File: src/rtl/bsc_pkg.sv
package bsc_pkg;
  typedef struct packed {
    logic intest;
    logic extest;
    logic clamp;
    logic clampz;
    logic highz;
  } bsc_instr_t;

  typedef struct packed {
    logic capture;
    logic shift;
    logic update;
  } bsc_state_t;
endpackage

File: src/rtl/bsc_ctrl_dec.sv
module bsc_ctrl_dec
  import bsc_pkg::*;
(
  input  logic       clk,
  input  logic       rst,
  input  logic       sel,
  input  bsc_state_t st,
  input  bsc_instr_t ir,
  output logic       test_mode,
  output logic       upd_clk,
  output logic       cap_int,
  output logic       cap_ext,
  output logic       hiz_n
);
  always_ff @(posedge clk) begin
    if (rst) begin
      test_mode <= 1'b0;
      upd_clk   <= 1'b0;
      cap_int   <= 1'b0;
      cap_ext   <= 1'b0;
      hiz_n     <= 1'b1;
    end else begin
      test_mode <= sel & (ir.intest | ir.extest | ir.clamp | ir.clampz);
      upd_clk   <= sel & st.update;
      cap_int   <= sel & st.capture & ir.intest;
      cap_ext   <= sel & st.capture & ir.extest;
      hiz_n     <= ~(sel & ir.highz);
    end
  end

  // update clock only follows a selected update-DR cycle
  a_r3_upd_source: assert property (@(posedge clk) disable iff (rst)
    upd_clk |-> $past(sel && st.update));
  // capture clocks each need capture-DR
  a_r4_cap_needs_capture: assert property (@(posedge clk) disable iff (rst)
    (cap_int || cap_ext) |-> $past(sel && st.capture));
  // high-impedance only for a selected HIGHZ instruction
  a_r7_hiz_source: assert property (@(posedge clk) disable iff (rst)
    !hiz_n |-> $past(sel && ir.highz));
  // deselected chain leaves every control inactive
  a_r10_gated: assert property (@(posedge clk) disable iff (rst)
    $past(!sel) |-> (!test_mode && !upd_clk && !cap_int && !cap_ext && hiz_n));
endmodule

File: src/rtl/bsc_shift_phase.sv
module bsc_shift_phase #(
  parameter int PH_W = 2
) (
  input  logic clk,
  input  logic rst,
  input  logic tck_rise,
  input  logic sel,
  input  logic shift,
  output logic shclk_m,
  output logic shclk_s
);
  localparam int NUM_PH = 1 << PH_W;
  localparam logic [PH_W-1:0] MASTER_PH = '0;
  localparam logic [PH_W-1:0] SLAVE_PH  = PH_W'(NUM_PH / 2);

  logic [PH_W-1:0] phase;
  logic            active;

  assign active = sel & shift;

  always_ff @(posedge clk) begin
    if (rst) begin
      phase   <= '0;
      shclk_m <= 1'b0;
      shclk_s <= 1'b0;
    end else begin
      phase   <= tck_rise ? '0 : phase + 1'b1;
      shclk_m <= active & (phase == MASTER_PH);
      shclk_s <= active & (phase == SLAVE_PH);
    end
  end

  // master and slave clocks never overlap
  a_r6_no_overlap: assert property (@(posedge clk) disable iff (rst)
    !(shclk_m && shclk_s));
  // both shift clocks low unless a selected shift-DR cycle preceded
  a_r6_low_outside_shift: assert property (@(posedge clk) disable iff (rst)
    (shclk_m || shclk_s) |-> $past(sel && shift));
  // master pulse lasts a single fast cycle (gap follows)
  a_r5_master_single: assert property (@(posedge clk) disable iff (rst)
    shclk_m |=> !shclk_m);
endmodule

File: src/rtl/bsc_serial_route.sv
module bsc_serial_route #(
  parameter bit REG_OUT = 1'b1
) (
  input  logic clk,
  input  logic rst,
  input  logic sel,
  input  logic tdi_in,
  input  logic ext_so,
  output logic ext_si,
  output logic tdo_out
);
  generate
    if (REG_OUT) begin : g_reg
      always_ff @(posedge clk) begin
        if (rst) begin
          ext_si  <= 1'b0;
          tdo_out <= 1'b0;
        end else begin
          ext_si  <= sel & tdi_in;
          tdo_out <= sel & ext_so;
        end
      end
      // returned data only appears for a selected chain
      a_r9_tdo_gated: assert property (@(posedge clk) disable iff (rst)
        tdo_out |-> $past(sel && ext_so));
    end else begin : g_comb
      assign ext_si  = sel & tdi_in;
      assign tdo_out = sel & ext_so;
      logic unused_clk;
      assign unused_clk = clk ^ rst;
    end
  endgenerate
endmodule

File: src/rtl/ext_bscan_ctrl.sv
module ext_bscan_ctrl
  import bsc_pkg::*;
#(
  parameter int PH_W       = 2,
  parameter bit REG_SERIAL = 1'b1
) (
  input  logic clk,
  input  logic rst,
  input  logic tck_rise,
  input  logic chain_sel,
  input  logic st_capture,
  input  logic st_shift,
  input  logic st_update,
  input  logic ir_intest,
  input  logic ir_extest,
  input  logic ir_clamp,
  input  logic ir_clampz,
  input  logic ir_highz,
  input  logic tdi_in,
  input  logic ext_so,
  output logic ext_si,
  output logic tdo_out,
  output logic test_mode,
  output logic upd_clk,
  output logic cap_clk_int,
  output logic cap_clk_ext,
  output logic shclk_m,
  output logic shclk_s,
  output logic hiz_n
);
  bsc_state_t st;
  bsc_instr_t ir;

  assign st = '{capture: st_capture, shift: st_shift, update: st_update};
  assign ir = '{intest: ir_intest, extest: ir_extest, clamp: ir_clamp,
                clampz: ir_clampz, highz: ir_highz};

  bsc_ctrl_dec u_dec (
    .clk       (clk),
    .rst       (rst),
    .sel       (chain_sel),
    .st        (st),
    .ir        (ir),
    .test_mode (test_mode),
    .upd_clk   (upd_clk),
    .cap_int   (cap_clk_int),
    .cap_ext   (cap_clk_ext),
    .hiz_n     (hiz_n)
  );

  bsc_shift_phase #(.PH_W(PH_W)) u_phase (
    .clk      (clk),
    .rst      (rst),
    .tck_rise (tck_rise),
    .sel      (chain_sel),
    .shift    (st.shift),
    .shclk_m  (shclk_m),
    .shclk_s  (shclk_s)
  );

  bsc_serial_route #(.REG_OUT(REG_SERIAL)) u_ser (
    .clk     (clk),
    .rst     (rst),
    .sel     (chain_sel),
    .tdi_in  (tdi_in),
    .ext_so  (ext_so),
    .ext_si  (ext_si),
    .tdo_out (tdo_out)
  );

  // test mode only for a selected test/clamp instruction
  a_r2_test_mode_src: assert property (@(posedge clk) disable iff (rst)
    test_mode |-> $past(chain_sel && (ir_intest || ir_extest || ir_clamp || ir_clampz)));
  // capture clocks are mutually exclusive for one-hot instructions
  a_r4_cap_excl: assert property (@(posedge clk) disable iff (rst)
    $past(!(ir_intest && ir_extest)) |-> !(cap_clk_int && cap_clk_ext));
endmodule

File: config.mk
export PLATFORM = sky130hd
export DESIGN_NAME = ext_bscan_ctrl
export DESIGN_NICKNAME = d
export VERILOG_FILES = /design/src/rtl/bsc_pkg.sv /design/src/rtl/bsc_ctrl_dec.sv /design/src/rtl/bsc_shift_phase.sv /design/src/rtl/bsc_serial_route.sv /design/src/rtl/ext_bscan_ctrl.sv
export SDC_FILE = /design/constraint.sdc
export NUM_CORES = 1
export LEC_CHECK = 0
export BUFFER_PORTS_ARGS = -buffer_cell sky130_fd_sc_hd__buf_2
export CAP_MARGIN = 20
export CORE_AREA = 5 5 42 44
export CTS_BUF_LIST = sky130_fd_sc_hd__clkbuf_8
export CTS_CLUSTER_DIAMETER = 30
export CTS_CLUSTER_SIZE = 30
export DETAILED_ROUTE_END_ITERATION = 7
export DIE_AREA = 0 0 47 49
export HOLD_SLACK_MARGIN = 0.15
export PLACE_DENSITY = 0.63
export SYNTH_ARGS = -nofsm -noshare
export SYNTH_HDL_FRONTEND = slang
export SYNTH_SLANG_ARGS = --single-unit
File: constraint.sdc
create_clock -name clk -period 1.83 [get_ports clk]
set_clock_uncertainty 0.05 [all_clocks]
set_input_delay 0.366 -clock clk [delete_from_list [all_inputs] [get_ports clk]]
set_output_delay 0.366 -clock clk [all_outputs]
set_load 0.01 [all_outputs]
==> results of run 1 <==
## power by group through the flow
stage	clock network [µW]	logic (µW)	registers, µW
global route	255	47.3	252
floorplan	0	11.7	260
detailed placement	0	42.8	257
finish	232	42.0	252
CTS	246	42.9	252
global placement	0	41.8	256
## area by class of cell
cell class | count | area [µm²] | area share
flip-flops and latches | 11 | 220 | 0.416
multi-input cells | 14 | 126 | 0.239
repair buffers | 22 | 110 | 0.208
clock buffers | 3 | 41.3 | 0.0780
well taps | 16 | 20.0 | 0.0378
inverters | 2 | 7.51 | 0.0142
clock inverters | 1 | 3.75 | 0.00709
## flip-flops by register name (all words and copies together) (netlist names)
signal and flops:
u_dec.cap_int 1, u_dec.test_mode 1, u_ser.ext_si 1, u_dec.upd_clk 1
u_phase.shclk_m 1, u_ser.tdo_out 1, u_dec.cap_ext 1, u_phase.phase 2
u_phase.shclk_s 1, u_dec.hiz_n 1
## cells by family (layout without fill, tap and decap cells)
family	after synthesis	in the layout	synth area share
buffers and inverters	2	28	0.0212
adder cells (fa/ha/maj)	2	2	0.0707
flip-flops	11	11	0.622
AO/OA/AOI/OAI	1	1	0.0318
AND/OR/NAND/NOR	11	11	0.254
## worst paths after layout
kind / slack, ns / from / endpoint / cells past startpoint
setup reg to reg: 0.87 / u_phase.phase[0]$_SDFF_PP0_ / u_phase.phase[1]$_SDFF_PP0_ / 3
hold / removal: 0.25 / ir_highz / u_dec.hiz_n$_SDFF_PP1_ / 2
hold reg to reg: 0.38 / u_phase.phase[0]$_SDFF_PP0_ / u_phase.phase[0]$_SDFF_PP0_ / 1
setup / recovery: 0.74 / u_dec.cap_ext$_SDFF_PP0_ / cap_clk_ext / 1
## layout by cell type, fill, tap and decap left out
master,Yosys,layout
and2_1,3,3
and4b_1,3,3
and4b_2,1,1
buf_2,0,22
clkbuf_8,0,3
dfxtp_1,11,11
ha_1,2,2
inv_1,2,3
nand2_1,1,1
nor2b_4,1,1
nor3_1,1,1
nor3b_1,1,1
o41a_1,1,1
## layer usage
layer / vias up / wire length [µm]
met4: 0 / 8
met3: 2 / 178
li1: 144 / -
met5: - / 0
met1: 119 / 315
met2: 23 / 359
## through the flow
step	total power (µW)	hold slack, ns
final	526	0.246
after detailed placement	299	0.379
after global placement	298	0.358
after floorplan	272	0.344
after CTS	540	0.243
after global routing	555	0.245
==> results.md, run 1 <==
- CP endpoint kind: output pin
- DRT Pass-1 Iters: 1
- Pint: 418 µW
- Fin. Hold Viols: 0
- Largest net degree at the start of global routing: 8
- # diodes: 0
- DRT iter0 DRCs: 0
- Post-Route WL: 862 µm
- Mean Syn Cell Area: 13.1 µm²
- Static leakage: 0.000274 µW
- Met2 Usage GRT: 0.118
- Final TNS setup: 0 ns
- All-Layer GR Usage: 0.0840
- Leading area contributor after synthesis: dfxtp_1
- Buf+Inv Stages, Crit Path: 1
- Fin. max-slew vios: 0
- Global route overflow: 0
- RD Place Congestion: 0.657
- Vias: 288
- Core footprint: 1400 µm²
- CTS Buf Count: 3
- DP Wirelength: 735 µm
- CP arrival: 0.68 ns
- Minimum clock period: 1.09 ns
- CP peak stage delay: 0.31 ns
- CP max stage cell: dfxtp_1
- # DRC: 0
- Crit-path leading delay family: flip-flops
- Setup Fix Bufs, Post-CTS: 0
- Cell Count, Final, Fillers Out: 69
- Clk Latency, worst-skew pair: 0.23 ns
- Root Driver: clkbuf_8
- Post-synth EDFFs: 0
- Area of placed instances: 484 µm²
- Pre-CTS setup slack: 0.777 ns
- Switch Pwr: 108 µW
- Gr busiest metal: met2
- Vias in the first global route: 297
- Initial core utilization: 0.253
- Sw Ratio: 0.205
- Final Cell Area: 529 µm²
- Worst Path Required: 1.41 ns
- DIE AREA: 2300 µm²
- Period utilization: 0.597
- Seq pwr share: 0.478
- Layout cells sized above 1: 0.509
- H-tree depth: 1
- Ys async rst share: 0
- Final Util: 0.378
- Top cells by area, synth: dfxtp_1, and4b_1, ha_1
- Max clock buf depth: 2
- Syn. warnings: 0
- Worst IR Drop VDD: 0.358 mV
- Worst slew margin: 0.907
- First-pass GRT wire length: 1.30 mm
- CP Max Fanout: 1
- Most used DFF post-synth: dfxtp_1
- Clock-pin slew on the worst setup and hold paths: 0.05 ns
- WL/cell: 12.5 µm
- Max Freq: 916 MHz
- PwrDens: 994 nW/µm²
- Net Count, Synth: 43
- Post-synth top area share: 0.622
- Count of unique library cells instantiated by Yosys: 11
- Number of I/O port buffers: 22
- Mapped Area: 354 µm²
- Register area share after synthesis: 0.622
- Area Overhead vs Synth: 49.5%
- Post-Place Cells: 65
- Io pins: 23
- CP Launch Type: flip-flop
- Vias per cell: 4.17
- Clock network power share: 0.442
- Min-delay worst type: in2reg
- Met1 usage: 0.0931
- Number of fill cells: 148
- Worst slew pin tran: 0.139 ns
- CTS resizes: 0
- Count of hold-fix buffers inserted at cts: 0
- Register bit total from synthesis: 11
- RSZ-0062 raised after global routing: no
- Most frequent cell after synthesis: dfxtp_1
- DRT antenna net count: 0
- Rows: 14
- CTS tree: done
- Commonest cells post-synth: dfxtp_1, and2_1, and4b_1
- Setup CP Type: reg2out
- Max Cap Viol: 0
- Nets@finish: 70
- Initial antenna violation count: 0
- Cell Chain, Critical Path: buf_2
- Post-Syn Instances: 27
- Chip width: 47 µm
- Gate power share: 0.080
- Status: complete, no violations
- Final setup fails: 0
- GRT met3 Usage: 0.0590
- DIE HEIGHT: 49 µm
- Final WS setup: 0.738 ns
- Sink Count: 11
(Power assumes the default switching activity.)
==> inputs of run 2 (changes only) <==
Settings changed: PLACE_DENSITY 0.63 to 0.65.
Clock period 1.83 ns to 0.9 ns, I/O delays scaled along.
==> run 2 against run 1 <==
Count of clock-buffer cells in the layout is the same. Critical path type is now reg2reg. Design area increased by 15%. Critical path depth grew 2. Sequential share of layout area fell by 5.1 points. First-iteration DRC count increased by 1. Via count increased by 4.9%. Largest cell class unchanged. Utilization rose by 5.7 points. Clock power grew 97%.
==> results.md, run 2 (synthesis results as in run 1) <==
- DIE AREA: 2300 µm² (unchanged)
- Status: complete, no violations
- Static leakage: 0.000313 µW (+14%)
- Initial core utilization: 0.253 (unchanged)
- CTS Buf Count: 3 (unchanged)
- Area of placed instances: 485 µm² (+0.26%)
- Max clock buf depth: 2 (unchanged)
- Setup CP Type: reg2reg
- Worst IR Drop VDD: 0.789 mV (+120%)
- Rows: 14 (unchanged)
- Period utilization: 0.983
- Fin. Hold Viols: 0 (unchanged)
- Vias in the first global route: 321 (+8.1%)
- Commonest cells after routing, fill and taps aside: buf_2, dfxtp_1, dlygate4sd3_1
- Final Cell Area: 609 µm² (+15%)
- Nets@finish: 76 (+8.6%)
- Final TNS setup: 0 ns (unchanged)
- Layout cells sized above 1: 0.576 (+0.0668)
- Worst slew pin tran: 0.148 ns (+0.00840 ns)
- Root Driver: clkbuf_8
- Crit-path leading delay family: flip-flops
- Clk Latency, worst-skew pair: 0.23 ns (about the same)
- Core footprint: 1400 µm² (unchanged)
- Clock-pin slew on the worst setup and hold paths: 0.05 ns (about the same)
- Number of flip-flops in the largest register: 2 (unchanged)
- Global route overflow: 0 (unchanged)
- CP max stage cell: dfxtp_2
- Initial antenna violation count: 0 (unchanged)
- Buf+Inv Stages, Crit Path: 1 (unchanged)
- Hold Worst Slack: 0.120 ns (-0.126 ns)
- Max Cap Viol: 0 (unchanged)
- Final Util: 0.435 (+0.0571)
- Area Overhead vs Synth: 72.1%
- Worst Path Required: 0.97 ns (-0.44 ns)
- CP arrival: 0.95 ns (+0.27 ns)
- RSZ-0062 raised after global routing: yes
- Io pins: 23 (unchanged)
- CP Max Fanout: 2 (+1)
- DIE HEIGHT: 49 µm (unchanged)
- Final setup fails: 0 (unchanged)
- Post-Route WL: 807 µm (-6.4%)
- Chip width: 47 µm (unchanged)
- Most common cell after layout, fill and taps aside: buf_2
- DRT Pass-1 Iters: 2 (+1)
- CP Launch Type: flip-flop
- Vias: 302 (+4.9%)
- DRT iter0 DRCs: 1 (+1)
- CP peak stage delay: 0.33 ns (+0.02 ns)
- CP endpoint kind: flip-flop
- # diodes: 0 (unchanged)
- Count of hold-fix buffers inserted at cts: 5 (+5)
- CTS tree: done
- H-tree depth: 1 (unchanged)
- Largest register by flop count: u_phase.phase
- Fin. max-slew vios: 0 (unchanged)
- First-pass GRT wire length: 1.40 mm (+7.4%)
- Largest net degree at the start of global routing: 8 (unchanged)
- # DRC: 0 (unchanged)
- DRT antenna net count: 0 (unchanged)
- Min-delay worst type: in2reg
- Worst slew margin: 0.902 (-0.00489)
- Max Freq: 1130 MHz
- Sink Count: 11 (unchanged)
- Minimum clock period: 0.885 ns
- Total power: 1080 µW (+110%)
- PwrDens: 1770 nW/µm² (+78%)
- WL/cell: 10.8 µm (-14%)
- RD Place Congestion: 0.628 (-4.4%)
- All-Layer GR Usage: 0.0905 (+0.00642)
- Cell Chain, Critical Path: inv_2 -> ha_4 -> nor3b_2
- Vias per cell: 4.03 (-3.5%)
- Number of I/O port buffers: 22 (unchanged)
[run 2: changes by cell type in the layout (fill, tap and decap cells not counted), sizes merged]
cell / delta
dlymetal6s4s: +1
buf: +1
dlygate4sd3: +4
[run 2: metrics by stage]
| step | setup WS (ns) | instances |
|---|---|---|
| floorplan | 0.00127 | 27 |
| global placement | -0.0117 | 65 |
| detailed placement | -0.0441 | 65 |
| CTS | -0.0319 | 75 |
| global route | -0.0272 | 75 |
| finish | 0.0151 | 75 |
[run 2: final cells by class]
cell class	instances	area, µm²
fillers	138	792
flip-flops and latches	11	223
repair buffers	28	170
multi-input cells	14	144
clock buffers	3	41.3
well taps	16	20.0
inverters	2	7.51
clock inverters	1	3.75
[run 2: routing by layer]
layer | track usage | vias up | part of all wire
li1 | - | 157 | -
met1 | 0.0822 | 138 | 0.29
met2 | 0.156 | 7 | 0.64
met3 | 0.0258 | 0 | 0.064
met4 | 0.0691 | 0 | 0
met5 | 0 | - | 0
[run 2: repair_timing]
action / 4_1_cts / 5_1_grt
setup endpoints to repair: 1 / 9
endpoints found under the hold margin: 7 / 1
gates resized for setup: 1 / 5
buffers inserted: 1 / 0
pin swaps: 0 / 1
[run 2: power by group]
group,leakage [µW],switching (µW),total (µW),internal [µW]
Sequential,0.0000909,5.16,513,508
Clock,0.0000269,160,457,297
Combinational,0.000195,44.2,110,66.2
[run 2: worst paths after layout]
kind         cells after the start                          end                        start  slack (ns)
max                              3  u_phase.phase[1]$_SDFF_PP0_  u_phase.phase[1]$_SDFF_PP0_        0.02
min                              2   u_dec.test_mode$_SDFF_PP0_                    ir_clampz        0.12
max reg2reg                      3  u_phase.phase[1]$_SDFF_PP0_  u_phase.phase[1]$_SDFF_PP0_        0.02
min reg2reg                      2  u_phase.phase[0]$_SDFF_PP0_  u_phase.phase[0]$_SDFF_PP0_        0.45
==> inputs of run 3 (changes only) <==
Settings changed: PLACE_DENSITY 0.65 to 0.63, RECOVER_POWER set to 100.
Clock period 0.9 ns to 0.95 ns, I/O delays scaled along.
==> run 3 against run 2 <==
First-iteration DRC count decreased by 100%. Critical endpoint unchanged. Worst setup slack improved by 0.010 ns. Design area shrank 4.9%. Via count rose by 5.0%. Flip-flop and latch count unchanged. Count of clock-buffer cells in the layout unchanged. Clock power shrank 3%. Fmax fell by 4.3%. Sequential power is 5.1% lower. Cell count decreased by 1.3%. Total power fell by 5.3%.
==> results.md, run 3 (synthesis results as in run 1) <==
- First-pass GRT wire length: 1.37 mm (-1.9%)
- DRT Pass-1 Iters: 1 (-1)
- Reg-to-Reg Start: u_phase.phase[0]$_SDFF_PP0_
- WL/cell: 11.1 µm (+3.5%)
- CTS tree: done
- Met2 WL: 334 µm (-35%)
- Minimum clock period: 0.924 ns (+0.0395 ns)
- Post-Route WL: 824 µm (+2.1%)
- Worst hold path endpoint: u_dec.test_mode$_SDFF_PP0_
- Hold Worst Slack: 0.145 ns (+0.0251 ns)
- Static leakage: 0.000285 µW (-8.8%)
- Setup Fix Bufs, Post-CTS: 0 (-1)
- RD Place Congestion: 0.688 (+9.5%)
- Routed wire length on met3: 152 µm (+190%)
- Initial core utilization: 0.253 (unchanged)
- Layout cells sized above 1: 0.483 (-0.0935)
- Root Driver: clkbuf_8
- Count of hold-fix buffers inserted at cts: 5 (unchanged)
- Pre-CTS setup slack: 0.00187 ns (+0.0459 ns)
- Worst Path Required: 1.02 ns (+0.05 ns)
- Io pins: 23 (unchanged)
- All-Layer GR Usage: 0.0827 (-0.00772)
- Largest register by flop count: u_phase.phase
- Rows: 14 (unchanged)
- Core footprint: 1400 µm² (unchanged)
- CTS Buf Count: 3 (unchanged)
- Fin. max-slew vios: 0 (unchanged)
- # DRC: 0 (unchanged)
- Setup CP Type: reg2reg
- WHS Path Cells: 2 (unchanged)
- Capture point of the worst reg-to-reg path: u_phase.phase[1]$_SDFF_PP0_
- Vias per cell: 4.28 (+6.4%)
- CP arrival: 0.99 ns (+0.04 ns)
- Number of flip-flops in the largest register: 2 (unchanged)
- R2R setup slack: 0.03 ns (about the same)
- Final TNS setup: 0 ns (unchanged)
- CP peak stage delay: 0.32 ns (about the same)
- Clock-pin slew on the worst setup and hold paths: 0.05 ns (about the same)
- RSZ-0062 raised after global routing: no
- DRT iter0 DRCs: 0 (-1)
- DRT met1 WL: 337 µm (+42%)
- Commonest cells after routing, fill and taps aside: buf_2, dfxtp_1, clkbuf_2
- Fin. Hold Viols: 0 (unchanged)
- H-tree depth: 1 (unchanged)
- Worst slew pin tran: 0.141 ns (-0.00626 ns)
- Global route overflow: 0 (unchanged)
- Final setup fails: 0 (unchanged)
- Number of fill cells: 154 (+12%)
- CP Max Fanout: 2 (unchanged)
- DRT antenna net count: 0 (unchanged)
- Max Freq: 1080 MHz (-4.3%)
- Chip width: 47 µm (unchanged)
- Vias in the first global route: 332 (+3.4%)
- # diodes: 0 (unchanged)
- DIE AREA: 2300 µm² (unchanged)
- Largest net degree at the start of global routing: 8 (unchanged)
- Buf+Inv Stages, Crit Path: 1 (unchanged)
- Final WS setup: 0.0256 ns (+0.0105 ns)
- CP endpoint kind: flip-flop
- Status: complete, no violations
- CP max stage cell: dfxtp_2
- Vias: 317 (+5.0%)
- Clk Latency, worst-skew pair: 0.23 ns (about the same)
- CP Launch Type: flip-flop
- Most common cell after layout, fill and taps aside: buf_2
- Initial antenna violation count: 0 (unchanged)
- Hold path start: ir_clampz
- Sink Count: 11 (unchanged)
- Max Cap Viol: 0 (unchanged)
- Max clock buf depth: 2 (unchanged)
- Highest metal used: met3
- Number of I/O port buffers: 22 (unchanged)
- PwrDens: 1770 nW/µm² (-0.36%)
- Period utilization: 0.973 (-0.0101)
- Min-delay worst type: in2reg
- DIE HEIGHT: 49 µm (unchanged)
- Nets@finish: 75 (-1.3%)
- Cell Chain, Critical Path: inv_2 -> ha_1 -> nor3b_1
- Worst IR Drop VDD: 1.05 mV (+34%)
- Crit-path leading delay family: flip-flops
- Worst slew margin: 0.905 (+0.00345)
- Area Overhead vs Synth: 63.6%
- Reg2reg path depth: 3 (unchanged)
## run 3: area by class of cell
type | count | area, µm² | share of cell area
sequential | 11 | 223 | 0.384
multi-input combinational | 14 | 126 | 0.218
clock buffer | 3 | 41.3 | 0.0713
inverter | 2 | 7.51 | 0.0130
tap | 16 | 20.0 | 0.0346
clock inverter | 1 | 3.75 | 0.00648
timing repair buffer | 27 | 158 | 0.272
## run 3: timing repair
item,CTS,global route
cloned,0,0
setup endpoints to repair,1,1
resized for setup,1,2
hold endpoints to repair,7,1
## run 3: worst max path at each step
stage                                      startpoint                           to  slack, ns  depth (start not counted)
after floorplan           u_phase.phase[0]$_SDFF_PP0_  u_phase.phase[1]$_SDFF_PP0_       0.04                          3
after global placement    u_phase.phase[0]$_SDFF_PP0_  u_phase.phase[1]$_SDFF_PP0_       0.02                          3
after detailed placement  u_phase.phase[0]$_SDFF_PP0_  u_phase.phase[1]$_SDFF_PP0_      0.002                          3
after CTS                 u_phase.phase[0]$_SDFF_PP0_  u_phase.phase[1]$_SDFF_PP0_       0.01                          3
after global routing         u_dec.cap_ext$_SDFF_PP0_                  cap_clk_ext      0.005                          1
final                     u_phase.phase[0]$_SDFF_PP0_  u_phase.phase[1]$_SDFF_PP0_       0.03                          3
## run 3: power breakdown
part,internal (µW),switching (µW)
clock,282,160
combinational,56.0,38.7
sequential,481,5.94
## run 3: metrics by stage
stage                     instances  utilization  power [µW]  cell area, µm²
after floorplan                  27            -         523             354
after global placement           65        0.346         573             484
after detailed placement         65        0.346         575             484
after CTS                        74        0.414        1030             581
after global routing             74        0.413        1090             579
final                            74        0.413        1020             579
## run 3: metal layers
| metal | vias to the layer above | GRT usage |
|---|---|---|
| li1 | 158 | - |
| met1 | 135 | 0.100 |
| met2 | 24 | 0.115 |
| met3 | 0 | 0.0664 |
| met4 | 0 | 0.0138 |
| met5 | - | 0 |
